[src/rtl/sar_bus_pkg.sv]
package sar_bus_pkg;

    localparam int ADDR_W = 5;

    typedef enum logic [1:0] {
        MODE_DIFF   = 2'b00,
        MODE_SINGLE = 2'b01,
        MODE_RSVD   = 2'b10,
        MODE_PSEUDO = 2'b11
    } in_mode_e;

    typedef enum logic {
        ENG_IDLE = 1'b0,
        ENG_RUN  = 1'b1
    } eng_state_e;

    typedef struct packed {
        logic cs_lo;
        logic wr_lo;
        logic rd_lo;
        logic wr_asrt;
        logic wr_rel;
    } bus_view_t;

endpackage

[src/rtl/strobe_sync.sv]
module strobe_sync #(
    parameter int N = 3
) (
    input  logic         clk,
    input  logic         rst,
    input  logic [N-1:0] async_n,
    output logic [N-1:0] lvl_lo,
    output logic [N-1:0] asrt_p,
    output logic [N-1:0] rel_p
);
    genvar g;
    generate
        for (g = 0; g < N; g++) begin : g_strobe
            logic s1, s2, s3;
            always_ff @(posedge clk) begin
                if (rst) begin
                    s1 <= 1'b1;
                    s2 <= 1'b1;
                    s3 <= 1'b1;
                end else begin
                    s1 <= async_n[g];
                    s2 <= s1;
                    s3 <= s2;
                end
            end
            assign lvl_lo[g] = ~s2;
            assign asrt_p[g] = s3 & ~s2;
            assign rel_p[g]  = ~s3 & s2;
        end
    endgenerate
endmodule

[src/rtl/sar_mux_decode.sv]
module sar_mux_decode
    import sar_bus_pkg::*;
#(
    parameter int NCH = 8
) (
    input  logic [ADDR_W-1:0] addr,
    output logic              valid,
    output logic [$clog2(NCH)-1:0] pos_idx,
    output logic [$clog2(NCH):0]   neg_idx
);
    localparam int LOG = $clog2(NCH);
    localparam logic [LOG:0]   GND_IDX = (LOG+1)'(NCH);
    localparam logic [LOG-1:0] LAST_CH = LOG'(NCH - 1);

    in_mode_e       mode;
    logic [LOG-1:0] ch;
    logic           upper_ok;

    assign mode = in_mode_e'(addr[LOG+1:LOG]);
    assign ch   = addr[LOG-1:0];

    generate
        if (LOG + 2 < ADDR_W) begin : g_upper
            assign upper_ok = (addr[ADDR_W-1:LOG+2] == '0);
        end else begin : g_noupper
            assign upper_ok = 1'b1;
        end
    endgenerate

    always_comb begin
        pos_idx = ch;
        neg_idx = GND_IDX;
        valid   = upper_ok;
        unique case (mode)
            MODE_DIFF:   neg_idx = {1'b0, ch[LOG-1:1], ~ch[0]};
            MODE_SINGLE: neg_idx = GND_IDX;
            MODE_PSEUDO: begin
                neg_idx = {1'b0, LAST_CH};
                if (ch == LAST_CH) valid = 1'b0;
            end
            MODE_RSVD:   valid = 1'b0;
        endcase
    end
endmodule

[src/rtl/sar_engine.sv]
module sar_engine
    import sar_bus_pkg::*;
#(
    parameter int RES        = 8,
    parameter int SETTLE_CYC = 4
) (
    input  logic           clk,
    input  logic           rst,
    input  logic           start,
    input  logic           cmp_in,
    output logic [RES-1:0] trial_code,
    output logic [RES-1:0] result,
    output logic           done,
    output logic           busy
);
    localparam int CW = (SETTLE_CYC > 1) ? $clog2(SETTLE_CYC) : 1;
    localparam logic [RES-1:0] MSB_ONE = {1'b1, {(RES-1){1'b0}}};
    localparam logic [CW-1:0]  CNT_END = CW'(SETTLE_CYC - 1);

    eng_state_e     state;
    logic [RES-1:0] probe;
    logic [RES-1:0] code;
    logic [CW-1:0]  cnt;
    logic [RES-1:0] kept;

    assign kept       = cmp_in ? code : (code & ~probe);
    assign trial_code = code;
    assign busy       = (state == ENG_RUN);

    always_ff @(posedge clk) begin
        if (rst) begin
            state  <= ENG_IDLE;
            probe  <= '0;
            code   <= '0;
            cnt    <= '0;
            result <= '0;
            done   <= 1'b0;
        end else begin
            done <= 1'b0;
            if (start) begin
                state <= ENG_RUN;
                probe <= MSB_ONE;
                code  <= MSB_ONE;
                cnt   <= '0;
            end else if (state == ENG_RUN) begin
                if (cnt == CNT_END) begin
                    cnt <= '0;
                    if (probe[0]) begin
                        result <= kept;
                        done   <= 1'b1;
                        code   <= '0;
                        probe  <= '0;
                        state  <= ENG_IDLE;
                    end else begin
                        code  <= kept | (probe >> 1);
                        probe <= probe >> 1;
                    end
                end else begin
                    cnt <= cnt + 1'b1;
                end
            end
        end
    end

    // a start pulse always opens with only the MSB under test
    p_start_msb_r8: assert property (@(posedge clk) disable iff (rst)
        start |=> (trial_code == MSB_ONE));
    // no trial level is presented while idle
    p_idle_zero_r8: assert property (@(posedge clk) disable iff (rst)
        !busy |-> (trial_code == '0));
    // completion leaves the engine idle
    p_done_idle_r8: assert property (@(posedge clk) disable iff (rst)
        done |-> !busy);
endmodule

[src/rtl/sar_bus_ctrl.sv]
module sar_bus_ctrl
    import sar_bus_pkg::*;
#(
    parameter int NCH        = 8,
    parameter int RES        = 8,
    parameter int SETTLE_CYC = 4
) (
    input  logic              clk,
    input  logic              rst,
    input  logic              cs_n,
    input  logic              wr_n,
    input  logic              rd_n,
    input  logic [ADDR_W-1:0] addr_in,
    output logic [RES-1:0]    db_out,
    output logic              db_oe,
    output logic              intr_n,
    output logic [NCH-1:0]    pos_sel,
    output logic [NCH:0]      neg_sel,
    output logic [RES-1:0]    trial_code,
    input  logic              cmp_in
);
    localparam int LOG = $clog2(NCH);
    localparam logic [NCH:0] GND_SEL = {1'b1, {NCH{1'b0}}};

    logic [2:0] lo, asrt, rel;
    bus_view_t  bv;

    strobe_sync #(.N(3)) u_sync (
        .clk     (clk),
        .rst     (rst),
        .async_n ({cs_n, wr_n, rd_n}),
        .lvl_lo  (lo),
        .asrt_p  (asrt),
        .rel_p   (rel)
    );

    assign bv.cs_lo   = lo[2];
    assign bv.wr_lo   = lo[1];
    assign bv.rd_lo   = lo[0];
    assign bv.wr_asrt = asrt[1] & lo[2];
    assign bv.wr_rel  = rel[1] & lo[2];

    logic           dec_valid;
    logic [LOG-1:0] dec_pos;
    logic [LOG:0]   dec_neg;

    sar_mux_decode #(.NCH(NCH)) u_dec (
        .addr    (addr_in),
        .valid   (dec_valid),
        .pos_idx (dec_pos),
        .neg_idx (dec_neg)
    );

    logic           rd_act, rd_act_q, rd_start;
    logic           keep_q, cfg_load, conv_start;
    logic           eng_done, eng_busy;
    logic [RES-1:0] eng_result, res_q;

    assign rd_act     = bv.cs_lo & bv.rd_lo;
    assign rd_start   = rd_act & ~rd_act_q;
    assign cfg_load   = bv.wr_rel & ~keep_q & ~bv.rd_lo & dec_valid;
    assign conv_start = bv.wr_rel | rd_start;

    sar_engine #(.RES(RES), .SETTLE_CYC(SETTLE_CYC)) u_eng (
        .clk        (clk),
        .rst        (rst),
        .start      (conv_start),
        .cmp_in     (cmp_in),
        .trial_code (trial_code),
        .result     (eng_result),
        .done       (eng_done),
        .busy       (eng_busy)
    );

    always_ff @(posedge clk) begin
        if (rst) begin
            rd_act_q <= 1'b0;
            keep_q   <= 1'b0;
            pos_sel  <= NCH'(1);
            neg_sel  <= GND_SEL;
            res_q    <= '0;
            intr_n   <= 1'b1;
            db_oe    <= 1'b0;
            db_out   <= '0;
        end else begin
            rd_act_q <= rd_act;
            if (bv.wr_asrt)
                keep_q <= bv.rd_lo;
            else if (bv.wr_lo && !bv.rd_lo)
                keep_q <= 1'b0;
            if (cfg_load) begin
                pos_sel <= NCH'(1) << dec_pos;
                neg_sel <= (NCH+1)'(1) << dec_neg;
            end
            if (eng_done)
                res_q <= eng_result;
            if (bv.wr_asrt || rd_act)
                intr_n <= 1'b1;
            else if (eng_done)
                intr_n <= 1'b0;
            db_oe  <= rd_act;
            db_out <= rd_act ? res_q : '0;
        end
    end

    // an active read leaves the interrupt inactive
    p_rd_clears_intr_r10: assert property (@(posedge clk) disable iff (rst)
        rd_act |=> intr_n);
    // no drive without a read in progress
    p_oe_needs_read_r11: assert property (@(posedge clk) disable iff (rst)
        !rd_act |=> !db_oe);
    // R5 (also R6, R12): selects move only on an accepted load
    p_cfg_hold_r5: assert property (@(posedge clk) disable iff (rst)
        !cfg_load |=> ($stable(pos_sel) && $stable(neg_sel)));
    // one positive, one negative, never the same channel
    p_sel_legal_r3: assert property (@(posedge clk) disable iff (rst)
        $onehot(pos_sel) && $onehot(neg_sel) && ((pos_sel & neg_sel[NCH-1:0]) == '0));
    // an unread completion raises the interrupt
    p_done_intr_r8: assert property (@(posedge clk) disable iff (rst)
        (eng_done && !bv.wr_asrt && !rd_act) |=> !intr_n);
    // a ground reference only ever appears on the negative side
    p_gnd_alone_r4: assert property (@(posedge clk) disable iff (rst)
        neg_sel[NCH] |-> (neg_sel[NCH-1:0] == '0));
endmodule

[config.mk]
export PLATFORM = sky130hd
export DESIGN_NAME = sar_bus_ctrl
export DESIGN_NICKNAME = d
export VERILOG_FILES = /design/src/rtl/sar_bus_pkg.sv /design/src/rtl/strobe_sync.sv /design/src/rtl/sar_mux_decode.sv /design/src/rtl/sar_engine.sv /design/src/rtl/sar_bus_ctrl.sv
export SDC_FILE = /design/constraint.sdc
export NUM_CORES = 1
export LEC_CHECK = 0
export BUFFER_PORTS_ARGS = -buffer_cell sky130_fd_sc_hd__buf_2
export CORE_AREA = 2 2 94 69
export DETAILED_ROUTE_END_ITERATION = 10
export DIE_AREA = 0 0 96 71
export PLACE_DENSITY = 0.69
export SETUP_SLACK_MARGIN = 0.15
export SLEW_MARGIN = 30
export SYNTH_ARGS = -nofsm -noshare
export SYNTH_HDL_FRONTEND = slang
export SYNTH_HIERARCHICAL = 1
export SYNTH_SLANG_ARGS = --single-unit
[constraint.sdc]
create_clock -name clk -period 1.8 [get_ports clk]
set_clock_uncertainty 0.2 [all_clocks]
set_input_delay 0.09 -clock clk [delete_from_list [all_inputs] [get_ports clk]]
set_output_delay 0.09 -clock clk [all_outputs]
set_load 0.02 [all_outputs]
==> results of run 1 <==
tightest hold or removal path, cell delays in order:
cell	delay [ns]
sky130_fd_sc_hd__buf_2	0.11
sky130_fd_sc_hd__buf_4	0.16
sky130_fd_sc_hd__nand4_1	0.09
sky130_fd_sc_hd__a21oi_1	0.05
cells in the final DEF (no fill, tap or decap), drive strengths merged, types with 2 or more instances in the layout:
cell,count
and2,9
nand2b,9
mux2i,9
nand3,24
nor4bb,3
inv,10
buf,68
nor4b,3
dlygate4sd3,9
nand4b,2
clkbuf,10
and4b,3
ha,4
nor2,19
nand2,27
clkinvlp,2
a21oi,47
o21ai,21
nand4,5
nor3,4
nor4,2
or2,8
clkinv,3
nor2b,5
dfxtp,71
how the worst min path moves through the flow:
| stage | slack, ns | end | startpoint | cells after the start |
|---|---|---|---|---|
| 2_1_floorplan | -0.04 | u_eng/result[7]$_SDFFE_PP0P_ | rst | 1 |
| 3_3_place_gp | 0.08 | u_sync/g_strobe[2].s1$_SDFF_PP1_ | cs_n | 2 |
| 3_5_place_dp | 0.07 | u_sync/g_strobe[2].s1$_SDFF_PP1_ | cs_n | 2 |
| 4_1_cts | 0.001 | pos_sel[5]$_SDFFE_PP0P_ | addr_in[2] | 4 |
| 5_1_grt | 0.01 | pos_sel[5]$_SDFFE_PP0P_ | addr_in[2] | 4 |
| 6_report | 0.009 | pos_sel[6]$_SDFFE_PP0P_ | addr_in[2] | 4 |
registers in the layout, summed over array words and instances, names as in the netlist, 2 cells and up:
register,count
u_eng/trial_code,8
neg_sel,9
u_sync/g_strobe.s2,3
u_eng/probe,8
res_q,8
u_eng/cnt,2
pos_sel,8
db_out,8
u_eng/result,8
u_sync/g_strobe.s1,3
layout make-up:
| cell class | instances | area share (%) |
|---|---|---|
| sequential | 71 | 39.0 |
| multi-input combinational | 215 | 37.9 |
| timing repair buffer | 77 | 14.0 |
| clock buffer | 10 | 3.77 |
| tap | 78 | 2.67 |
| clock inverter | 5 | 1.61 |
| inverter | 11 | 1.13 |
per-stage QoR:
stage	instance area [um2]	total power, mW	setup slack [ns]	hold WS, ns	cells
final	3650	3.03	0.125	0.00911	467
after global routing	3650	3.15	0.0962	0.0140	467
after CTS	3600	3.05	0.108	0.00116	467
after detailed placement	3200	1.78	-0.00683	0.0699	438
after global placement	3200	1.78	0.0442	0.0752	438
after floorplan	2830	1.72	0.167	-0.0409	316
power by group through the flow:
stage	clock network, mW	registers [mW]	logic (mW)
6_report	1.24	1.59	0.193
3_3_place_gp	0	1.62	0.153
3_5_place_dp	0	1.62	0.156
2_1_floorplan	0	1.63	0.0958
4_1_cts	1.27	1.59	0.184
5_1_grt	1.35	1.59	0.210
routing by layer:
layer	routed length [um]	vias to the layer above	track usage, %
li1	-	1233	-
met1	3320	1159	28.3
met2	2870	49	28.1
met3	324	10	5.22
met4	92	0	7.14
met5	0	-	0
timing repair:
item	CTS	global route
gates resized for setup	21	20
hold buffers	9	0
endpoints found under the setup margin	26	40
setup buffers	5	0
pin swaps	5	16
endpoints found under the hold margin	13	0
==> flow_summary.html, run 1 <==
<table>
<tr><th>Metric</th><th>Value</th></tr>
<tr><th colspan="2">Outcome</th></tr>
<tr><td>Result of the run</td><td>completed</td></tr>
<tr><th colspan="2">Logic synthesis</th></tr>
<tr><td>Synthesized area</td><td>between 2000 and 3000 um2</td></tr>
<tr><td>Syn Inst Count</td><td>316</td></tr>
<tr><td>Warnings, synthesis</td><td>6</td></tr>
<tr><td>Post-Synthesis Mean Instance Area</td><td>between 8 and 9 um2</td></tr>
<tr><td>Number of nets in the synthesized netlist</td><td>331</td></tr>
<tr><th colspan="2">Critical path</th></tr>
<tr><td>Buffering stage count on the worst path with inverters included</td><td>1</td></tr>
<tr><td>Crit. path cell count</td><td>6</td></tr>
<tr><td>Crit. End Element</td><td>flop</td></tr>
<tr><td>Chain of cells forming the critical path</td><td>inv_2, nor2b_4, o21a_4, and4b_4, nand3_1, a21oi_1</td></tr>
<tr><td>Critical R2R Capture</td><td>u_eng/result[1]$_SDFFE_PP0P_</td></tr>
<tr><td>Crit path capture</td><td>u_eng/result[1]$_SDFFE_PP0P_</td></tr>
<tr><td>Worst setup slack for register-to-register paths</td><td>approximately 0.13 ns</td></tr>
<tr><td>Number of cell instances on the worst register-to-register path</td><td>6</td></tr>
<tr><td>Type of the setup path with the least slack</td><td>flop to flop</td></tr>
<tr><td>Launching element type of the critical path</td><td>flop</td></tr>
<tr><td>Worst path max stage delay</td><td>~0.44 ns</td></tr>
<tr><td>Worst path top cell family by delay</td><td>simple AND/OR/NAND/NOR gates</td></tr>
<tr><td>Origin of the critical flop-to-flop path</td><td>u_sync/g_strobe[0].s2$_SDFF_PP1_</td></tr>
<tr><td>Arrival time worst endpoint</td><td>~1.8 ns</td></tr>
<tr><td>CP startpoint</td><td>u_sync/g_strobe[0].s2$_SDFF_PP1_</td></tr>
<tr><td>Slowest stage cell, crit path</td><td>sky130_fd_sc_hd__and4b_4</td></tr>
<tr><td>Required time at the worst-slack endpoint</td><td>between 1.5 and 2 ns</td></tr>
<tr><td>Max Fanout on Critical Path</td><td>8</td></tr>
<tr><th colspan="2">Layout</th></tr>
<tr><td>Layout net count</td><td>400</td></tr>
<tr><td>Register Area</td><td>1420 um2</td></tr>
<tr><td>Total area of multi-input combinational cells</td><td>roughly 1400 um2</td></tr>
<tr><td>Fraction of the core area covered by cells at the end of the flow</td><td>between 60 and 70%</td></tr>
<tr><td>Synth-to-layout area growth</td><td>29.8%</td></tr>
<tr><td>Number of antenna diodes</td><td>0</td></tr>
<tr><td>Proportion of layout cells with a drive suffix above 1</td><td>~30%</td></tr>
<tr><td>Filler cell count in the final layout</td><td>roughly 520</td></tr>
<tr><th colspan="2">Placed design</th></tr>
<tr><td>HPWL after detailed placement</td><td>roughly 4300 um</td></tr>
<tr><td># port buffers</td><td>45</td></tr>
<tr><td>Gp weighted congestion</td><td>0.769</td></tr>
<tr><th colspan="2">Drt</th></tr>
<tr><td>Count of vias placed by the detailed router</td><td>2,451</td></tr>
<tr><td>Starting DRC count in detailed routing</td><td>130</td></tr>
<tr><td>Detailed-route DRC error count</td><td>0</td></tr>
<tr><td>DR vias/cell</td><td>5.25</td></tr>
<tr><td>DR WL/cell</td><td>around 14 um</td></tr>
<tr><td>Routed wire length</td><td>approximately 6600 um</td></tr>
<tr><td>Antenna Nets Post-Route</td><td>0</td></tr>
<tr><td>Number of iterations in the first detailed-routing pass</td><td>5</td></tr>
<tr><th colspan="2">Global routing</th></tr>
<tr><td>Largest net degree at the start of global routing</td><td>24</td></tr>
<tr><td>Antenna violations before repair</td><td>0</td></tr>
<tr><td>Global-route wire length before repair</td><td>~10,000 um</td></tr>
<tr><td>Global-route congestion overflow total</td><td>0</td></tr>
<tr><td>Global-route total usage across every layer</td><td>around a fifth</td></tr>
<tr><td>Via count of the first global-routing pass</td><td>between 2,000 and 2,500</td></tr>
<tr><th colspan="2">Timing</th></tr>
<tr><td>Setup repair after global routing missed its margin</td><td>true</td></tr>
<tr><td>Setup Total Neg Slack</td><td>0 ns</td></tr>
<tr><td>Slew at the pin closest to its max-slew limit</td><td>around 0.54 ns</td></tr>
<tr><td>Final Setup Violations</td><td>0</td></tr>
<tr><td>Achievable frequency</td><td>0.597 GHz</td></tr>
<tr><td>Hold Vio Cnt, Final</td><td>0</td></tr>
<tr><td>Remaining max-slew budget at the tightest pin</td><td>64.0%</td></tr>
<tr><td>Min Tclk post-route</td><td>between 1.5 and 2 ns</td></tr>
<tr><td>Period utilization</td><td>between 90 and 100%</td></tr>
<tr><td>Final-report max-slew violation count</td><td>0</td></tr>
<tr><th colspan="2">Floorplanning</th></tr>
<tr><td>CORE AREA</td><td>roughly 6000 um2</td></tr>
<tr><td>Initial core utilization</td><td>47.1%</td></tr>
<tr><td>Area enclosed by the die boundary</td><td>slightly below 7000 um2</td></tr>
<tr><td>Height of the die</td><td>roughly 71 um</td></tr>
<tr><td>Horizontal die dimension</td><td>96 um</td></tr>
<tr><td>Placement Rows</td><td>24</td></tr>
<tr><td>I/O pin total</td><td>46</td></tr>
<tr><th colspan="2">Power and ir drop</th></tr>
<tr><td>LEAKAGE</td><td>about 1.4 nW</td></tr>
<tr><td>Peak supply drop</td><td>~0.48 mV</td></tr>
<tr><td>Relative contribution of combinational cells to total power</td><td>roughly 6.4%</td></tr>
<tr><td>Switching Fraction</td><td>between 20 and 25%</td></tr>
<tr><td>Switching power of the nets</td><td>just under 700 uW</td></tr>
<tr><td>Share of total power in sequential cells</td><td>a little over half</td></tr>
<tr><td>Clock share of power</td><td>41.1%</td></tr>
<tr><td>Power Density</td><td>828 nW/um2</td></tr>
<tr><td>Internal power consumption</td><td>2.34 mW</td></tr>
<tr><th colspan="2">Clock tree</th></tr>
<tr><td>Clk root buf</td><td>sky130_fd_sc_hd__clkbuf_8</td></tr>
<tr><td>CTS tree</td><td>yes</td></tr>
<tr><td>Clock transition at the register clock pins on the worst setup and hold paths after CTS</td><td>0.07 ns</td></tr>
<tr><td>Number of sinks on the clock net</td><td>71</td></tr>
<tr><td>Maximum buffer depth of the clock tree</td><td>2</td></tr>
<tr><td>Clock insertion delay at the later pin of the skew report</td><td>around 0.34 ns</td></tr>
<tr><td>Maximum level of the CTS H-tree</td><td>3</td></tr>
<tr><td>Total CTS buffers</td><td>9</td></tr>
<tr><th colspan="2">Hold path</th></tr>
<tr><td>Kind of path behind the tightest hold check</td><td>primary input to flop</td></tr>
<tr><th colspan="2">Job</th></tr>
<tr><td>Max-cap viol count</td><td>0</td></tr>
</table>
(Power assumes the default switching activity.)
==> inputs of run 2 (changes only) <==
--- a/config.mk
+++ b/config.mk
@@ -10,7 +10,6 @@
 export DETAILED_ROUTE_END_ITERATION = 10
 export DIE_AREA = 0 0 96 71
 export PLACE_DENSITY = 0.69
-export SETUP_SLACK_MARGIN = 0.15
 export SLEW_MARGIN = 30
 export SYNTH_ARGS = -nofsm -noshare
 export SYNTH_HDL_FRONTEND = slang
==> run 2 against run 1 <==
  * The run now ends with hold timing left
  * Critical path depth is the same
  * Sequential share of layout area is 0.33 points higher
  * First-iteration DRC count down 0.77%
  * Setup slack got worse by 0.052 ns
  * Largest cell class unchanged
==> flow_summary.html, run 2 (synthesized netlist as in run 1, its figures left out) <==
<table>
<tr><th>Metric</th><th>Value</th></tr>
<tr><th colspan="2">Floorplanning</th></tr>
<tr><td>I/O pin total</td><td>46 (unchanged)</td></tr>
<tr><td>Placement Rows</td><td>24 (unchanged)</td></tr>
<tr><td>CORE AREA</td><td>5980 um2 (unchanged)</td></tr>
<tr><td>Height of the die</td><td>71 um (unchanged)</td></tr>
<tr><td>Horizontal die dimension</td><td>96 um (unchanged)</td></tr>
<tr><td>Initial core utilization</td><td>47.1% (unchanged)</td></tr>
<tr><td>Area enclosed by the die boundary</td><td>6820 um2 (unchanged)</td></tr>
<tr><th colspan="2">Job</th></tr>
<tr><td>Max-cap viol count</td><td>0 (unchanged)</td></tr>
<tr><th colspan="2">Placed design</th></tr>
<tr><td># port buffers</td><td>45 (unchanged)</td></tr>
<tr><td>Gp weighted congestion</td><td>0.797 (was 0.769)</td></tr>
<tr><td>HPWL after detailed placement</td><td>4300 um (was 4260 um)</td></tr>
<tr><td>Cells after DPL</td><td>440 (was 438)</td></tr>
<tr><th colspan="2">Clock tree</th></tr>
<tr><td>Total CTS buffers</td><td>9 (unchanged)</td></tr>
<tr><td>Number of sinks on the clock net</td><td>71 (unchanged)</td></tr>
<tr><td>Clock insertion delay at the later pin of the skew report</td><td>0.34 ns (about the same)</td></tr>
<tr><td>Clk root buf</td><td>sky130_fd_sc_hd__clkbuf_8 (unchanged)</td></tr>
<tr><td>CTS tree</td><td>yes (unchanged)</td></tr>
<tr><td>Clock transition at the register clock pins on the worst setup and hold paths after CTS</td><td>0.08 ns (was 0.07 ns)</td></tr>
<tr><td>Maximum buffer depth of the clock tree</td><td>2 (unchanged)</td></tr>
<tr><td>Maximum level of the CTS H-tree</td><td>3 (unchanged)</td></tr>
<tr><th colspan="2">Drt</th></tr>
<tr><td>Routed wire length</td><td>6360 um (was 6610 um)</td></tr>
<tr><td>DR vias/cell</td><td>5.26 (was 5.25)</td></tr>
<tr><td>Number of iterations in the first detailed-routing pass</td><td>4 (was 5)</td></tr>
<tr><td>Count of vias placed by the detailed router</td><td>2,469 (was 2,451)</td></tr>
<tr><td>DR WL/cell</td><td>13.6 um (was 14.1 um)</td></tr>
<tr><td>Starting DRC count in detailed routing</td><td>129 (was 130)</td></tr>
<tr><td>Detailed-route DRC error count</td><td>0 (unchanged)</td></tr>
<tr><td>Antenna Nets Post-Route</td><td>0 (unchanged)</td></tr>
<tr><th colspan="2">Global routing</th></tr>
<tr><td>Largest net degree at the start of global routing</td><td>21 (was 24)</td></tr>
<tr><td>Global-route congestion overflow total</td><td>0 (unchanged)</td></tr>
<tr><td>Global-route total usage across every layer</td><td>19.8% (was 19.6%)</td></tr>
<tr><td>Via count of the first global-routing pass</td><td>2,229 (was 2,156)</td></tr>
<tr><td>Antenna violations before repair</td><td>0 (unchanged)</td></tr>
<tr><td>Global-route wire length before repair</td><td>10,500 um (was 10,300 um)</td></tr>
<tr><th colspan="2">Layout</th></tr>
<tr><td>Leading cell type in the layout, fill and taps excluded</td><td>sky130_fd_sc_hd__dfxtp_1 (unchanged)</td></tr>
<tr><td>Synth-to-layout area growth</td><td>28.5% (was 29.8%)</td></tr>
<tr><td>Proportion of layout cells with a drive suffix above 1</td><td>26.1% (was 30.1%)</td></tr>
<tr><td>Layout net count</td><td>401 (was 400)</td></tr>
<tr><td>Number of antenna diodes</td><td>0 (unchanged)</td></tr>
<tr><td>Top library cells by usage in the layout, fill and taps aside</td><td>71 x sky130_fd_sc_hd__dfxtp_1, 44 x sky130_fd_sc_hd__buf_2, 40 x sky130_fd_sc_hd__a21oi_1, 25 x sky130_fd_sc_hd__nand2_1, 24 x sky130_fd_sc_hd__nand3_1 (was 69 x sky130_fd_sc_hd__dfxtp_1, 45 x sky130_fd_sc_hd__buf_2, 36 x sky130_fd_sc_hd__a21oi_1, 25 x sky130_fd_sc_hd__nand2_1, 20 x sky130_fd_sc_hd__nand3_1)</td></tr>
<tr><td>Biggest register</td><td>neg_sel (unchanged)</td></tr>
<tr><td>Final cell count without fillers</td><td>469 (was 467)</td></tr>
<tr><td>Max reg flops</td><td>9 (unchanged)</td></tr>
<tr><th colspan="2">Critical path</th></tr>
<tr><td>Max Fanout on Critical Path</td><td>6 (was 8)</td></tr>
<tr><td>Crit. End Element</td><td>flop (unchanged)</td></tr>
<tr><td>Origin of the critical flop-to-flop path</td><td>u_sync/g_strobe[1].s2$_SDFF_PP1_ (was u_sync/g_strobe[0].s2$_SDFF_PP1_)</td></tr>
<tr><td>Launching element type of the critical path</td><td>flop (unchanged)</td></tr>
<tr><td>Required time at the worst-slack endpoint</td><td>1.87 ns (was 1.88 ns)</td></tr>
<tr><td>Worst setup slack for register-to-register paths</td><td>0.07 ns (was 0.13 ns)</td></tr>
<tr><td>Number of cell instances on the worst register-to-register path</td><td>6 (unchanged)</td></tr>
<tr><td>Critical R2R Capture</td><td>u_eng/trial_code[1]$_SDFFE_PP0P_ (was u_eng/result[1]$_SDFFE_PP0P_)</td></tr>
<tr><td>Type of the setup path with the least slack</td><td>flop to flop (unchanged)</td></tr>
<tr><td>Arrival time worst endpoint</td><td>1.80 ns (was 1.75 ns)</td></tr>
<tr><td>Crit path capture</td><td>u_eng/trial_code[1]$_SDFFE_PP0P_ (was u_eng/result[1]$_SDFFE_PP0P_)</td></tr>
<tr><td>CP startpoint</td><td>u_sync/g_strobe[1].s2$_SDFF_PP1_ (was u_sync/g_strobe[0].s2$_SDFF_PP1_)</td></tr>
<tr><th colspan="2">Outcome</th></tr>
<tr><td>Result of the run</td><td>finished, violations left (was completed)</td></tr>
<tr><td>Failing checks</td><td>hold timing</td></tr>
<tr><th colspan="2">Timing</th></tr>
<tr><td>Period utilization</td><td>95.9% (was 93.0%)</td></tr>
<tr><td>Worst hold-check slack</td><td>-0.00467 ns (was 0.00911 ns)</td></tr>
<tr><td>Final Setup Violations</td><td>0 (unchanged)</td></tr>
<tr><td>Slew at the pin closest to its max-slew limit</td><td>0.536 ns (was 0.539 ns)</td></tr>
<tr><td>Setup repair after global routing missed its margin</td><td>false (was true)</td></tr>
<tr><td>Final-report max-slew violation count</td><td>0 (unchanged)</td></tr>
<tr><td>Achievable frequency</td><td>0.579 GHz (was 0.597 GHz)</td></tr>
<tr><td>Hold Vio Cnt, Final</td><td>1 (was 0)</td></tr>
<tr><td>Remaining max-slew budget at the tightest pin</td><td>64.2% (was 64.0%)</td></tr>
<tr><td>Min Tclk post-route</td><td>1.73 ns (was 1.67 ns)</td></tr>
<tr><th colspan="2">Hold path</th></tr>
<tr><td>Kind of path behind the tightest hold check</td><td>primary input to flop (unchanged)</td></tr>
<tr><td>Number of cells on the worst hold path</td><td>4 (unchanged)</td></tr>
<tr><th colspan="2">Power and ir drop</th></tr>
<tr><td>LEAKAGE</td><td>1.46 nW (was 1.44 nW)</td></tr>
<tr><td>Power Density</td><td>855 nW/um2 (was 828 nW/um2)</td></tr>
<tr><td>Peak supply drop</td><td>0.596 mV (was 0.483 mV)</td></tr>
</table>
[run 2: changes by cell type in the layout (fill, tap and decap cells not counted), sizes merged]
cell          previous run  this run
dlymetal6s4s             0         1
clkinvlp                 2         1
clkinv                   3         2
dlygate4sd3              9        11
buf                     68        66
clkbuf                  10         9
inv                     10        14
[run 2: area by class of cell]
type | count | area (um2)
inverter | 11 | 41.3
clock inverter | 7 | 86.3
sequential | 71 | 1420
fill | 527 | 2360
tap | 78 | 97.6
timing repair buffer | 78 | 541
multi-input combinational | 215 | 1310
clock buffer | 9 | 124
[run 2: repair_timing]
item / in CTS / in global routing
buffers inserted: 0 / 1
hold endpoints to repair: 20 / 0
resized for setup: 0 / 20
hold buffers: 12 / 0
endpoints found under the setup margin: 0 / 30
[run 2: worst min-delay path by stage]
stage / from / end / slack [ns]
2_1_floorplan: rst / u_eng/result[7]$_SDFFE_PP0P_ / -0.04
3_3_place_gp: cs_n / u_sync/g_strobe[2].s1$_SDFF_PP1_ / 0.08
3_5_place_dp: cs_n / u_sync/g_strobe[2].s1$_SDFF_PP1_ / 0.08
4_1_cts: addr_in[2] / pos_sel[0]$_SDFFE_PP1P_ / 0.008
5_1_grt: addr_in[2] / pos_sel[0]$_SDFFE_PP1P_ / 0.01
6_report: addr_in[2] / pos_sel[0]$_SDFFE_PP1P_ / -0.005
[run 2: report_power, final]
group,internal [mW],total (mW),switching [mW],leakage (nW)
combinational,0.0860,0.186,0.100,0.782
clock,0.671,1.32,0.648,0.104
sequential,1.58,1.59,0.00682,0.574
total,2.34,3.09,0.755,1.46
[run 2: routing by layer]
layer	track usage [%]	routed length, um	part of all wire [%]	vias up
met3	6.60	308	4.8	7
met1	27.2	3070	48	1175
met5	0	0	0	-
met2	29.2	2920	46	56
li1	-	-	-	1231
met4	6.51	64	1.0	0
[run 2: per-stage QoR]
stage / area [um2] / utilization [%] / setup slack, ns / power (mW) / setup TNS (ns)
after detailed placement: 3210 / 53.7 / -0.0461 / 1.78 / -0.0873
final: 3620 / 60.5 / 0.0730 / 3.09 / 0
after CTS: 3540 / 59.3 / 0.00977 / 3.12 / 0
after floorplan: 2820 / - / 0.0851 / 1.72 / 0
after global routing: 3620 / 60.5 / 0.00106 / 3.21 / 0
after global placement: 3210 / 53.7 / 0.0272 / 1.77 / 0
[run 2: worst max-delay path: stages (launching register included)]
cell	delay [ns]
sky130_fd_sc_hd__dfxtp_1	0.31
sky130_fd_sc_hd__nor2b_2	0.17
sky130_fd_sc_hd__o21a_1	0.23
sky130_fd_sc_hd__buf_4	0.14
sky130_fd_sc_hd__or2_1	0.25
sky130_fd_sc_hd__a31o_4	0.25
sky130_fd_sc_hd__a21oi_1	0.12
